**config.mk**
```make
export PLATFORM = sky130hd
export DESIGN_NAME = qsq_top
export DESIGN_NICKNAME = d
export VERILOG_FILES = /design/src/rtl/qsq_pkg.sv /design/src/rtl/qsq_cfg_reg.sv /design/src/rtl/qsq_trig.sv /design/src/rtl/qsq_engine.sv /design/src/rtl/qsq_top.sv
export SDC_FILE = /design/constraint.sdc
export NUM_CORES = 1
export LEC_CHECK = 0
export ABC_AREA = 1
export BUFFER_PORTS_ARGS = -buffer_cell sky130_fd_sc_hd__buf_4
export CORE_MARGIN = 4
export CORE_UTILIZATION = 45
export DETAILED_ROUTE_END_ITERATION = 6
export PLACE_DENSITY_LB_ADDON = 0.08
export SLEW_MARGIN = 15
export SYNTH_ARGS = -nofsm -noshare
export SYNTH_HDL_FRONTEND = slang
export SYNTH_SLANG_ARGS = --single-unit
```
**constraint.sdc**
```tcl
create_clock -name clk -period 3.12 [get_ports clk]
set_input_delay 0.624 -clock clk [delete_from_list [all_inputs] [get_ports clk]]
set_output_delay 0.624 -clock clk [all_outputs]
set_load 0.01 [all_outputs]
```
**src/rtl/qsq_pkg.sv**
```systemverilog
// Shared constants and types for the dual-queue conversion command sequencer.
// Assumes a 64-entry command table and the fixed 16-bit queue-2 control layout.
package qsq_pkg;
    localparam int TBL_DEPTH = 64;
    localparam int IDX_W     = $clog2(TBL_DEPTH);
    localparam int PTR_W     = IDX_W + 1;
    localparam int CFG_W     = 16;
    localparam int MODE_W    = 5;

    // Field positions inside the control word.
    localparam int B_CIE     = 15;
    localparam int B_PIE     = 14;
    localparam int B_ARM     = 13;
    localparam int B_MODE_LO = 8;
    localparam int B_RES     = 7;

    localparam logic [MODE_W-1:0] MODE_OFF       = 5'd0;
    localparam logic [MODE_W-1:0] MODE_SW_SINGLE = 5'd1;
    localparam logic [MODE_W-1:0] MODE_EXT_CONT  = 5'd2;

    localparam logic [IDX_W-1:0] IDX_LAST = IDX_W'(TBL_DEPTH - 1);

    typedef enum logic [1:0] {
        ST_IDLE = 2'd0,
        ST_RUN1 = 2'd1,
        ST_RUN2 = 2'd2
    } eng_state_e;
endpackage

```
**src/rtl/qsq_cfg_reg.sv**
```systemverilog
// Queue-2 control word, single-scan arm bit, effective resume policy and
// the two sticky interrupt flags.
// Assumes event inputs are single-cycle pulses from the sequencing engine.
module qsq_cfg_reg
    import qsq_pkg::*;
(
    input  logic                clk,
    input  logic                rst_n,
    input  logic                cfg_we,
    input  logic [CFG_W-1:0]    cfg_wdata,
    input  logic [1:0]          irq_ack,
    input  logic                eoq2_ev,
    input  logic                pause_ev,
    output logic [CFG_W-1:0]    cfg_rdata,
    output logic [MODE_W-1:0]   mode,
    output logic [PTR_W-1:0]    bq2,
    output logic                arm,
    output logic                resume_eff,
    output logic                mode_chg,
    output logic                irq_comp,
    output logic                irq_pause
);
    logic cie_q;
    logic pie_q;
    logic res_q;

    // A write changes the mode when the written mode field differs from the held one.
    always_comb mode_chg = cfg_we && (cfg_wdata[B_MODE_LO +: MODE_W] != mode);

    // Read value: arm bit always reads back as zero.
    always_comb cfg_rdata = {cie_q, pie_q, 1'b0, mode, res_q, bq2};

    // Hold the writable control fields.
    always_ff @(posedge clk) begin
        if (!rst_n) begin
            cie_q <= 1'b0;
            pie_q <= 1'b0;
            mode  <= MODE_OFF;
            res_q <= 1'b0;
            bq2   <= '0;
        end else if (cfg_we) begin
            cie_q <= cfg_wdata[B_CIE];
            pie_q <= cfg_wdata[B_PIE];
            mode  <= cfg_wdata[B_MODE_LO +: MODE_W];
            res_q <= cfg_wdata[B_RES];
            bq2   <= cfg_wdata[PTR_W-1:0];
        end
    end

    // Arm bit: set or cleared by writes, cleared when a single scan completes.
    always_ff @(posedge clk) begin
        if (!rst_n) begin
            arm <= 1'b0;
        end else if (cfg_we) begin
            arm <= cfg_wdata[B_ARM];
        end else if (eoq2_ev && mode == MODE_SW_SINGLE) begin
            arm <= 1'b0;
        end
    end

    // Effective resume policy: updated only at end of queue 2 or on a mode change.
    always_ff @(posedge clk) begin
        if (!rst_n) begin
            resume_eff <= 1'b0;
        end else if (mode_chg) begin
            resume_eff <= cfg_wdata[B_RES];
        end else if (eoq2_ev) begin
            resume_eff <= res_q;
        end
    end

    // Sticky interrupt flags: setting wins over a same-cycle acknowledge.
    always_ff @(posedge clk) begin
        if (!rst_n) begin
            irq_comp  <= 1'b0;
            irq_pause <= 1'b0;
        end else begin
            if (eoq2_ev && cie_q)      irq_comp <= 1'b1;
            else if (irq_ack[0])       irq_comp <= 1'b0;
            if (pause_ev && pie_q)     irq_pause <= 1'b1;
            else if (irq_ack[1])       irq_pause <= 1'b0;
        end
    end

    AST_ARM_CLEARED: assert property (@(posedge clk) disable iff (!rst_n)
        (eoq2_ev && mode == MODE_SW_SINGLE && !cfg_we) |=> !arm);
    AST_RESUME_HELD: assert property (@(posedge clk) disable iff (!rst_n)
        (!eoq2_ev && !mode_chg) |=> $stable(resume_eff));
    AST_COMP_STICKY: assert property (@(posedge clk) disable iff (!rst_n)
        (irq_comp && !irq_ack[0]) |=> irq_comp);
    AST_PAUSE_STICKY: assert property (@(posedge clk) disable iff (!rst_n)
        (irq_pause && !irq_ack[1]) |=> irq_pause);
endmodule

```
**src/rtl/qsq_trig.sv**
```systemverilog
// Qualifies the raw trigger inputs into start requests for each queue.
// Assumes q1_trig and q2_sw_trig are pulses; q2_ext_trig is a level whose
// rising edge is detected here.
module qsq_trig
    import qsq_pkg::*;
(
    input  logic                clk,
    input  logic                rst_n,
    input  logic [MODE_W-1:0]   mode,
    input  logic                arm,
    input  logic [PTR_W-1:0]    bq2,
    input  logic                q1_trig,
    input  logic                q2_sw_trig,
    input  logic                q2_ext_trig,
    output logic                q1_go,
    output logic                q2_go
);
    logic ext_prev;
    logic q1_has_room;
    logic q2_has_room;

    // Remember last external trigger level for edge detection.
    always_ff @(posedge clk) begin
        if (!rst_n) ext_prev <= 1'b0;
        else        ext_prev <= q2_ext_trig;
    end

    // Each queue needs at least one table entry to be startable.
    always_comb begin
        q1_has_room = (bq2 != '0);
        q2_has_room = (bq2 < PTR_W'(TBL_DEPTH));
    end

    // Combine mode, arm bit and trigger source into start requests.
    always_comb begin
        q1_go = q1_trig && q1_has_room;
        q2_go = 1'b0;
        if (q2_has_room) begin
            if (mode == MODE_SW_SINGLE)
                q2_go = arm && q2_sw_trig;
            else if (mode == MODE_EXT_CONT)
                q2_go = q2_ext_trig && !ext_prev;
        end
    end

    AST_NO_Q2_WITHOUT_ROOM: assert property (@(posedge clk) disable iff (!rst_n)
        (bq2 >= PTR_W'(TBL_DEPTH)) |-> !q2_go);
endmodule

```
**src/rtl/qsq_engine.sv**
```systemverilog
// Sequencing engine: walks the table for queue 1 (0..split-1) and queue 2
// (split..last), handles abort/suspend of queue 2, pauses and subqueues.
// Assumes conv_done is a single-cycle pulse that only comes while busy.
module qsq_engine
    import qsq_pkg::*;
(
    input  logic                clk,
    input  logic                rst_n,
    input  logic [PTR_W-1:0]    bq2,
    input  logic                resume_eff,
    input  logic                mode_chg,
    input  logic                q1_go,
    input  logic                q2_go,
    input  logic                conv_done,
    input  logic                ccw_pause,
    output logic                eoq2_ev,
    output logic                pause_ev,
    output logic                conv_busy,
    output logic                conv_q2,
    output logic [IDX_W-1:0]    conv_idx,
    output logic                q2_suspended
);
    eng_state_e       st;
    logic [IDX_W-1:0] idx;
    logic [IDX_W-1:0] sub_start;
    logic [IDX_W-1:0] abort_idx;
    logic             in_pass;
    logic             susp;
    logic [IDX_W-1:0] q1_last;
    logic             run2_done;

    // Last queue-1 index: split minus one, or the table end when split is beyond it.
    always_comb q1_last = (bq2 >= PTR_W'(TBL_DEPTH)) ? IDX_LAST : (bq2[IDX_W-1:0] - 1'b1);

    // A queue-2 completion counts only when neither abort nor mode change takes the cycle.
    always_comb begin
        run2_done = (st == ST_RUN2) && conv_done && !q1_go && !mode_chg;
        eoq2_ev   = run2_done && (idx == IDX_LAST);
        pause_ev  = run2_done && ccw_pause;
    end

    // Main sequencing state, index and queue-2 bookkeeping.
    always_ff @(posedge clk) begin
        if (!rst_n) begin
            st        <= ST_IDLE;
            idx       <= '0;
            sub_start <= '0;
            abort_idx <= '0;
            in_pass   <= 1'b0;
            susp      <= 1'b0;
        end else begin
            unique case (st)
                ST_IDLE: begin
                    if (q1_go) begin
                        st  <= ST_RUN1;
                        idx <= '0;
                    end else if (q2_go && !mode_chg) begin
                        st <= ST_RUN2;
                        if (in_pass) begin
                            idx <= sub_start;
                        end else begin
                            in_pass   <= 1'b1;
                            sub_start <= bq2[IDX_W-1:0];
                            idx       <= bq2[IDX_W-1:0];
                        end
                    end
                end
                ST_RUN1: begin
                    if (conv_done) begin
                        if (idx == q1_last) begin
                            if (susp && !mode_chg) begin
                                st   <= ST_RUN2;
                                idx  <= resume_eff ? abort_idx : sub_start;
                                susp <= 1'b0;
                            end else begin
                                st <= ST_IDLE;
                            end
                        end else begin
                            idx <= idx + 1'b1;
                        end
                    end
                end
                ST_RUN2: begin
                    if (mode_chg) begin
                        st <= ST_IDLE;
                    end else if (q1_go) begin
                        st        <= ST_RUN1;
                        abort_idx <= idx;
                        susp      <= 1'b1;
                        idx       <= '0;
                    end else if (conv_done) begin
                        if (idx == IDX_LAST) begin
                            st      <= ST_IDLE;
                            in_pass <= 1'b0;
                        end else if (ccw_pause) begin
                            st        <= ST_IDLE;
                            sub_start <= idx + 1'b1;
                            idx       <= idx + 1'b1;
                        end else begin
                            idx <= idx + 1'b1;
                        end
                    end
                end
                default: st <= ST_IDLE;
            endcase
            if (mode_chg) begin
                in_pass <= 1'b0;
                susp    <= 1'b0;
            end
        end
    end

    // Registered status toward the ports.
    always_comb begin
        conv_busy    = (st != ST_IDLE);
        conv_q2      = (st == ST_RUN2);
        conv_idx     = idx;
        q2_suspended = susp;
    end

    AST_Q1_BOUND: assert property (@(posedge clk) disable iff (!rst_n)
        (st == ST_RUN1) |-> (idx <= q1_last));
    AST_SUSP_ONLY_IN_Q1: assert property (@(posedge clk) disable iff (!rst_n)
        susp |-> (st == ST_RUN1));
    AST_MODE_STOPS_Q2: assert property (@(posedge clk) disable iff (!rst_n)
        (mode_chg && st == ST_RUN2) |=> (st != ST_RUN2));
    AST_IDX_HOLD: assert property (@(posedge clk) disable iff (!rst_n)
        (st != ST_IDLE && !conv_done && !q1_go && !mode_chg) |=> $stable(idx));
endmodule

```
**src/rtl/qsq_top.sv**
```systemverilog
// Top of the dual-queue conversion command sequencer: control word,
// trigger qualification and the sequencing engine.
// Assumes the converter returns one conv_done pulse per requested index.
module qsq_top
    import qsq_pkg::*;
(
    input  logic                clk,
    input  logic                rst_n,
    input  logic                cfg_we,
    input  logic [CFG_W-1:0]    cfg_wdata,
    output logic [CFG_W-1:0]    cfg_rdata,
    input  logic [1:0]          irq_ack,
    input  logic                q1_trig,
    input  logic                q2_sw_trig,
    input  logic                q2_ext_trig,
    input  logic                conv_done,
    input  logic                ccw_pause,
    output logic                conv_busy,
    output logic                conv_q2,
    output logic [IDX_W-1:0]    conv_idx,
    output logic                q2_suspended,
    output logic                irq_comp,
    output logic                irq_pause
);
    logic [MODE_W-1:0] mode;
    logic [PTR_W-1:0]  bq2;
    logic              arm;
    logic              resume_eff;
    logic              mode_chg;
    logic              eoq2_ev;
    logic              pause_ev;
    logic              q1_go;
    logic              q2_go;

    qsq_cfg_reg u_cfg (
        .clk        (clk),
        .rst_n      (rst_n),
        .cfg_we     (cfg_we),
        .cfg_wdata  (cfg_wdata),
        .irq_ack    (irq_ack),
        .eoq2_ev    (eoq2_ev),
        .pause_ev   (pause_ev),
        .cfg_rdata  (cfg_rdata),
        .mode       (mode),
        .bq2        (bq2),
        .arm        (arm),
        .resume_eff (resume_eff),
        .mode_chg   (mode_chg),
        .irq_comp   (irq_comp),
        .irq_pause  (irq_pause)
    );

    qsq_trig u_trig (
        .clk         (clk),
        .rst_n       (rst_n),
        .mode        (mode),
        .arm         (arm),
        .bq2         (bq2),
        .q1_trig     (q1_trig),
        .q2_sw_trig  (q2_sw_trig),
        .q2_ext_trig (q2_ext_trig),
        .q1_go       (q1_go),
        .q2_go       (q2_go)
    );

    qsq_engine u_eng (
        .clk          (clk),
        .rst_n        (rst_n),
        .bq2          (bq2),
        .resume_eff   (resume_eff),
        .mode_chg     (mode_chg),
        .q1_go        (q1_go),
        .q2_go        (q2_go),
        .conv_done    (conv_done),
        .ccw_pause    (ccw_pause),
        .eoq2_ev      (eoq2_ev),
        .pause_ev     (pause_ev),
        .conv_busy    (conv_busy),
        .conv_q2      (conv_q2),
        .conv_idx     (conv_idx),
        .q2_suspended (q2_suspended)
    );
endmodule

```
==> summary.txt <==
Synthesis
  • Synthesized area: between 0.002 and 0.003 mm2
  • Syn nets: 446
  • Yosys synthesis warning count: 0
  • Mapped Cells: between 400 and 500
  • Yosys cell types: 31
  • #FFs+latches synth: 42
  • Post-synthesis sequential area ratio: 0.317
  • Mean area per synthesized cell: between 6 and 7 um2

Clock tree
  • H-tree Lvls: 2
  • Post-CTS sizing: 0
  • Root buffer cell: clkbuf_8
  • TritonCTS clock tree: done
  • Worst-path clk slew: 0.09 ns
  • Clock Latency Late Sink: just over 0.3 ns
  • Max clock buf depth: 2
  • CTS buffer count: 5
  • CTS Sinks: 42
  • Hold bufs inserted after CTS: 0
  • Post-CTS setup buffers: 0

Global route
  • Initial antenna violation count: 0
  • Largest net degree at the start of global routing: 35
  • First-pass GRT wire length: 12500 um
  • Vias in the first global route: 2661
  • Global-route usage over all layers: 0.213
  • Overflow left after global routing: 0

Floorplanning
  • Starting density of the core: 0.473
  • Chip width: 84.7 um
  • Die area: slightly above 0.007 mm2
  • Die height: 84.7 um
  • Top-level I/O count: 53
  • # rows: 27
  • Core area: around 0.0056 mm2

Final layout
  • Multi-input gate area: about 0.0015 mm2
  • Area grow syn2layout: 18.3%
  • Most frequent cells in the layout: nand2_1, buf_4, nor2_1, o21ai_0, a21oi_1
  • Share of cells above drive strength 1: 0.161
  • Nets@finish: just under 500
  • Layout fillers: between 600 and 700
  • Storage cell area: 841 um2
  • Fin area: ~0.0031 mm2
  • N_diodes: 0
  • Most common cell after layout, fill and taps aside: nand2_1

Routing
  • DR vias: approximately 2800
  • Drt drc: 0
  • Post-Route WL: about 7500 um
  • DRT iter0 DRCs: roughly 160
  • DR pass1 iterations: 5
  • Via density per instance: 5.33
  • DRT antenna net count: 0
  • WL per Instance: 14.2 um

Timing
  • Fin. Hold Viols: 0
  • Slew headroom: 0.574
  • Pins Over Slew Limit: 0
  • Crit path time final: roughly 2.6 ns
  • Setup TNS: 0 ns
  • Highest Clock Rate: roughly 0.39 GHz
  • Period utilisation layout: 0.822
  • # setup viols final: 0
  • RSZ-0062 raised after global routing: false
  • Worst slew pin tran: between 0.6 and 0.7 ns
  • Clk_skew: just under 0.009 ns

Placed design
  • HPWL Detailed: roughly 5600 um
  • GPL Wtd Cong: about 0.92
  • Placed inst area: around 0.0030 mm2
  • Number of I/O port buffers: between 50 and 60

Pwr
  • Pwr per Cell Area: just over 700 mW/mm2
  • LEAKAGE: 0.00149 uW
  • IR Drop Worst-Case VDD: 0.000437 V

Worst setup path
  • Worst setup EP type: flip-flop
  • Crit-path max FO: 16
  • Worst Setup Path Type: reg -> reg
  • Critical Path AT: about 2.8 ns
  • Worst Setup Start Kind: flip-flop
  • Req. time, crit path: between 3 and 4 ns

Outcome
  • Status: completed

Flow run
  • Max-Cap Viols: 0

Hold path
  • Min-Delay Path Class: reg -> reg
-- registers in the layout, summed over array words and instances, names as in the netlist --
name                cells
u_cfg.pie_q             1
u_cfg.resume_eff        1
u_cfg.irq_pause         1
u_eng.sub_start         6
u_cfg.irq_comp          1
u_eng.st                2
u_eng.q2_suspended      1
u_eng.abort_idx         6
u_eng.conv_idx          6
u_cfg.mode              5
u_eng.in_pass           1
u_cfg.cie_q             1
u_cfg.arm               1
u_cfg.res_q             1
u_cfg.bq2               7
u_trig.ext_prev         1
-- cell families after synthesis --
family / Yosys count / synth area share
fa+ha+maj: 7 / 0.0330
other cells: 1 / 0.00142
compound gates: 96 / 0.185
xor+xnor: 9 / 0.0297
mux: 5 / 0.0189
simple gates: 186 / 0.305
buf+inv: 67 / 0.110
flops: 42 / 0.317
-- per-stage QoR --
stage | util | power (uW) | hold slack [ns] | setup slack [ns] | instances
6_report | 0.559 | 2240 | 0.474 | 0.557 | 526
5_1_grt | 0.559 | 2410 | 0.480 | 0.159 | 526
3_3_place_gp | 0.539 | 1780 | 0.459 | 0.754 | 518
4_1_cts | 0.559 | 2240 | 0.474 | 0.591 | 526
2_1_floorplan | - | 1490 | 0.465 | 1.12 | 413
3_5_place_dp | 0.539 | 1790 | 0.454 | 0.608 | 518
-- cells in the mapped netlist (all sizes together) --
cell type,count,area (um2)
nand2,89,352
nor2,52,213
o21ai,50,250
inv,46,173
a21oi,43,215
dfxtp,42,841
nand3,29,150
buf,11,80.1
nand4,10,62.6
clkbuf,9,33.8
xor2,8,70.1
ha,7,87.6
mux2i,5,50.1
nor3,4,20.0
a311oi,1,8.76
and2,1,6.26
clkinv,1,3.75
conb,1,3.75
o211ai,1,7.51
o21bai,1,7.51
or2,1,6.26
xnor2,1,8.76
-- per-layer routing --
layer,global-route usage,share of wire,up-vias
li1,-,-,1418
met1,0.268,0.45,1283
met2,0.368,0.47,86
met3,0.0373,0.052,18
met4,0.0647,0.026,0
met5,0,0,-
-- worst max-delay path, stage by stage, from the launching register on --
cell      delay [ns]
dfxtp_1         0.34
inv_1           0.09
ha_1            0.49
clkinv_1        0.37
a21oi_1         0.21
nand2_1         0.06
inv_1           0.05
nand2_1         0.06
nor2_1          0.51
o21ai_0         0.19
a21oi_1         0.15
-- cell type report --
| cell class | count | area share |
|---|---|---|
| tap | 72 | 0.0287 |
| sequential | 42 | 0.268 |
| clock inverter | 2 | 0.0120 |
| inverter | 47 | 0.0563 |
| clock buffer | 6 | 0.0232 |
| multi-input combinational | 304 | 0.485 |
| timing repair buffer | 53 | 0.127 |
-- path summary, 6_finish.rpt --
check                        from                  to  slack [ns]  depth (start not counted)
setup / recovery      u_eng.st[0]  u_eng.sub_start[5]        0.56                         10
hold / removal    u_cfg.irq_pause     u_cfg.irq_pause        0.47                          2
setup reg to reg      u_eng.st[0]  u_eng.sub_start[5]        0.56                         10
hold reg to reg   u_cfg.irq_pause     u_cfg.irq_pause        0.47                          2
-- report_power, final --
group          switching, uW  internal [uW]  total [uW]
combinational            649            387        1040
sequential               118            636         754
clock                    212            239         451
total                    979           1260        2240
Note: power is estimated with default switching activity, not from simulation.
